==> config.mk <==
export PLATFORM = sky130hd
export DESIGN_NAME = noise_stream_gen
export DESIGN_NICKNAME = d
export VERILOG_FILES = /design/src/rtl/noise_stream_gen.sv
export SDC_FILE = /design/constraint.sdc
export NUM_CORES = 1
export LEC_CHECK = 0
export BUFFER_PORTS_ARGS = -buffer_cell sky130_fd_sc_hd__clkbuf_2
export CORE_ASPECT_RATIO = 0.9
export CORE_MARGIN = 3
export CORE_UTILIZATION = 27
export DETAILED_ROUTE_END_ITERATION = 10
export PLACE_DENSITY_LB_ADDON = 0.08
export SETUP_SLACK_MARGIN = 0.05
export SLEW_MARGIN = 5
export SYNTH_ARGS = -nofsm -noshare
export SYNTH_HDL_FRONTEND = slang
export SYNTH_SLANG_ARGS = --single-unit
==> constraint.sdc <==
create_clock -name clk -period 1.47 [get_ports clk]
set_input_delay 0.294 -clock clk [delete_from_list [all_inputs] [get_ports clk]]
set_output_delay 0.294 -clock clk [all_outputs]
set_load 0.01 [all_outputs]
==> src/rtl/noise_stream_gen.sv <==
module noise_stream_gen #(
  parameter int          W          = 16,
  parameter logic [W-1:0] RULE       = 16'hEB2D,
  parameter logic [W-1:0] RESET_SEED = 16'hACE1,
  parameter logic [W-1:0] ZERO_SUB   = 16'h8001,
  parameter int          TAP_H      = 7,
  parameter int          TAP_QA     = 2,
  parameter int          TAP_QB     = 11,
  parameter int          TAP_TA     = 5,
  parameter int          TAP_TB     = 13,
  parameter bit          HAS_3Q     = 1'b1
) (
  input  logic         clk,
  input  logic         rst_n,
  input  logic         en,
  input  logic         load,
  input  logic [W-1:0] seed,
  output logic         half_o,
  output logic         quarter_o,
  output logic         three_q_o
);

  logic [W-1:0] state;
  logic [W-1:0] nxt_state;
  logic [W+1:0] padded;
  logic [W-1:0] load_val;

  assign padded   = {1'b0, state, 1'b0};
  assign load_val = (seed == '0) ? ZERO_SUB : seed;

  always_comb begin
    for (int i = 0; i < W; i++)
      nxt_state[i] = padded[i] ^ padded[i+2] ^ (RULE[i] & state[i]);
  end

  always_ff @(posedge clk) begin
    if (!rst_n)    state <= RESET_SEED;
    else if (load) state <= load_val;
    else if (en)   state <= nxt_state;
  end

  always_ff @(posedge clk) begin
    if (!rst_n) begin
      half_o    <= 1'b0;
      quarter_o <= 1'b0;
    end else if (en && !load) begin
      half_o    <= state[TAP_H];
      quarter_o <= state[TAP_QA] & state[TAP_QB];
    end
  end

  generate
    if (HAS_3Q) begin : g_3q
      always_ff @(posedge clk) begin
        if (!rst_n)            three_q_o <= 1'b0;
        else if (en && !load)  three_q_o <= state[TAP_TA] | state[TAP_TB];
      end
    end else begin : g_no3q
      assign three_q_o = 1'b0;
    end
  endgenerate

endmodule

==> impl_metrics.json <==
{
  "outcome": "complete, no violations",
  "firstDrtPassIters": 4,
  "required_ps": 1630,
  "viasPerCell": 5.10,
  "cts_inserted_buffers": 3,
  "crit_start": "state[14]",
  "grt_max_degree": 25,
  "start_util_pct": 29.2,
  "wl_per_cell_um": 15.0,
  "mostFrequentLayoutCells": "clkbuf_2, dfxtp_1, nor2_1",
  "crit_type": "reg2reg",
  "critPathCaptureType": "flip-flop",
  "cts_tree": "yes",
  "dpl_cell_area_um2": 1290,
  "multi_input_area_um2": 661,
  "clkTransAtPathRegs_ps": 80,
  "io_buffers": 22,
  "p_per_area_nw_per_um2": 928,
  "first_global_vias": 1005,
  "ir_drop_v": 0.000464,
  "netlist.area_leader.share_pct": 33.7,
  "insertion_delay_ps": 260,
  "r2r-end": "state[13]",
  "wl_mm": 3.07,
  "yosys.area.top_type": "dfxtp_1",
  "regArea_um2": 380,
  "syn_nets": 157,
  "grt_first_pass_wirelength_mm": 5.09,
  "cts_resized": 0,
  "synth_warnings": 0,
  "fin_setup_tns_ps": 0,
  "fillCellCount": 419,
  "layout_commonest_cell": "clkbuf_2",
  "grt.total_usage_pct": 13.4,
  "die_h_um": 67.3,
  "drc": 0,
  "fmax_mhz": 812,
  "rr_startpoint": "state[14]",
  "rr_worst_depth": 3,
  "worst_path_largest_cell_delay_ps": 370,
  "cp-start-kind": "flip-flop",
  "antenna_found_initial": 0,
  "leakagePower_nw": 0.548,
  "layout.cell_area.non_filler_um2": 1330,
  "num_vias": 1046,
  "n_antenna_cell": 0,
  "drt_iter0_drc": 50,
  "syn2layout_area_growth_pct": 18.2,
  "hold_viol": 0,
  "avgSynthCellArea_um2": 8.24,
  "cts-root-buf": "clkbuf_8",
  "drive_above_1_share_pct": 22.0,
  "crit_path_max_fanout": 4,
  "drv_cap": 0,
  "gp_congestion": 0.709,
  "cts_setup_buffers": 0,
  "hp-class": "in2reg",
  "num_rows": 21,
  "crit_end": "state[13]",
  "io_pins": 23,
  "cp_cell_sequence": "xor2_1, a2111oi_0, and3b_1",
  "ys_top_cells_by_area": "dfxtp_1, xor2_1, nand3_1, nor2_1, a2111o_1",
  "ys_seq_area_share_pct": 33.7,
  "tightest_slew_ps": 387,
  "gr-total-overflow": 0,
  "die_w_um": 74.2,
  "drv_slew": 0,
  "dp_hpwl_mm": 2.28,
  "netlist-cell-type-count": 27,
  "rsz0062_at_grt": "no",
  "dieArea_um2": 4990,
  "fin_skew_ps": 13.5,
  "slew_headroom_pct": 73.9,
  "fin_nets": 180,
  "fin_crit_ps": 1230,
  "synth_seq_cells": 19,
  "worstPathArrival_ps": 1390,
  "netlist_area_um2": 1130,
  "clk_path_buf_depth": 2,
  "holdWs_ps": 277,
  "synthCells": 137,
  "cts_htree_levels": 1,
  "period_share_pct": 83.8,
  "setup_viol": 0,
  "final_antenna_net_count": 0,
  "clock_sinks": 19,
  "cts_hold_buf": 0,
  "slowest_stage": "a2111oi_0",
  "r2r_setup_slack_ps": 240,
  "core-area_um2": 3860
}
## registers in the layout, summed over array words and instances (netlist names)
signal / flops
half_o: 1
three_q_o: 1
quarter_o: 1
state: 16
## synth_stat cells
| cell | instances |
|---|---|
| and3b_1 | 3 |
| buf_6 | 1 |
| nor4_1 | 4 |
| xor2_1 | 16 |
| inv_2 | 1 |
| nand4_1 | 9 |
| dfxtp_1 | 19 |
| nand2_1 | 6 |
| a21oi_1 | 1 |
| nand2b_1 | 1 |
| a211oi_1 | 1 |
| a2111oi_0 | 2 |
| inv_1 | 6 |
| a22oi_1 | 2 |
| buf_2 | 4 |
| buf_1 | 2 |
| o311ai_0 | 3 |
| a2111oi_2 | 1 |
| buf_4 | 2 |
| clkbuf_1 | 2 |
| nand3b_1 | 3 |
| mux2i_1 | 4 |
| nor2b_1 | 4 |
| nand3_1 | 14 |
| a2111o_1 | 5 |
| o21ai_0 | 4 |
| nor2_1 | 17 |
## cell families after synthesis
family,after synthesis,synth area share [%]
buffers and inverters,18,7.76
multiplexers,4,3.55
XOR/XNOR,16,12.4
flip-flops,19,33.7
AO/OA/AOI/OAI,19,14.4
AND/OR/NAND/NOR,61,28.2
## worst max-delay path: cells and delay by family (launching register included)
kind | cells | cell delay [ps]
and+or+nand+nor | 1 | 220
AOI/OAI and AO/OA | 1 | 370
DFF | 1 | 360
xor gates and xnor gates | 1 | 180
## stage by stage
step           instances  util, %  setup slack, ps  total power [mW]
6_report             205     34.5              239              1.24
3_3_place_gp         201     33.3              171             0.873
4_1_cts              205     34.5              251              1.26
2_1_floorplan        137        -              294             0.788
3_5_place_dp         201     33.3              169             0.876
5_1_grt              205     34.5              117              1.32
## final cells by class
type / count / area share [%]
clock buffers: 3 / 3.10
clock inverters: 1 / 0.375
multi-input cells: 100 / 49.5
flip-flops and latches: 19 / 28.5
inverters: 7 / 1.97
well taps: 46 / 4.32
repair buffers: 29 / 12.2
## metal layers
metal	vias to the layer above	GRT usage, %	part of all wire (%)
li1	534	-	-
met5	-	0	0
met3	2	3.57	3.9
met1	493	19.0	50
met2	17	20.6	46
met4	0	2.49	0.59
## worst min-delay path by stage
stage | start | to | slack (ps) | cells past startpoint
floorplan | seed[12] | state[12] | 420 | 2
global placement | quarter_o | quarter_o | 460 | 2
detailed placement | quarter_o | quarter_o | 470 | 2
CTS | seed[1] | state[1] | 270 | 3
global route | seed[1] | state[1] | 290 | 3
finish | seed[1] | state[1] | 280 | 3
## power by group
| part | switching (mW) | internal [mW] | total, mW |
|---|---|---|---|
| Clock | 0.185 | 0.188 | 0.374 |
| Combinational | 0.135 | 0.114 | 0.249 |
| Sequential | 0.0557 | 0.560 | 0.615 |
No activity file was read; power rests on OpenSTA's default activity.
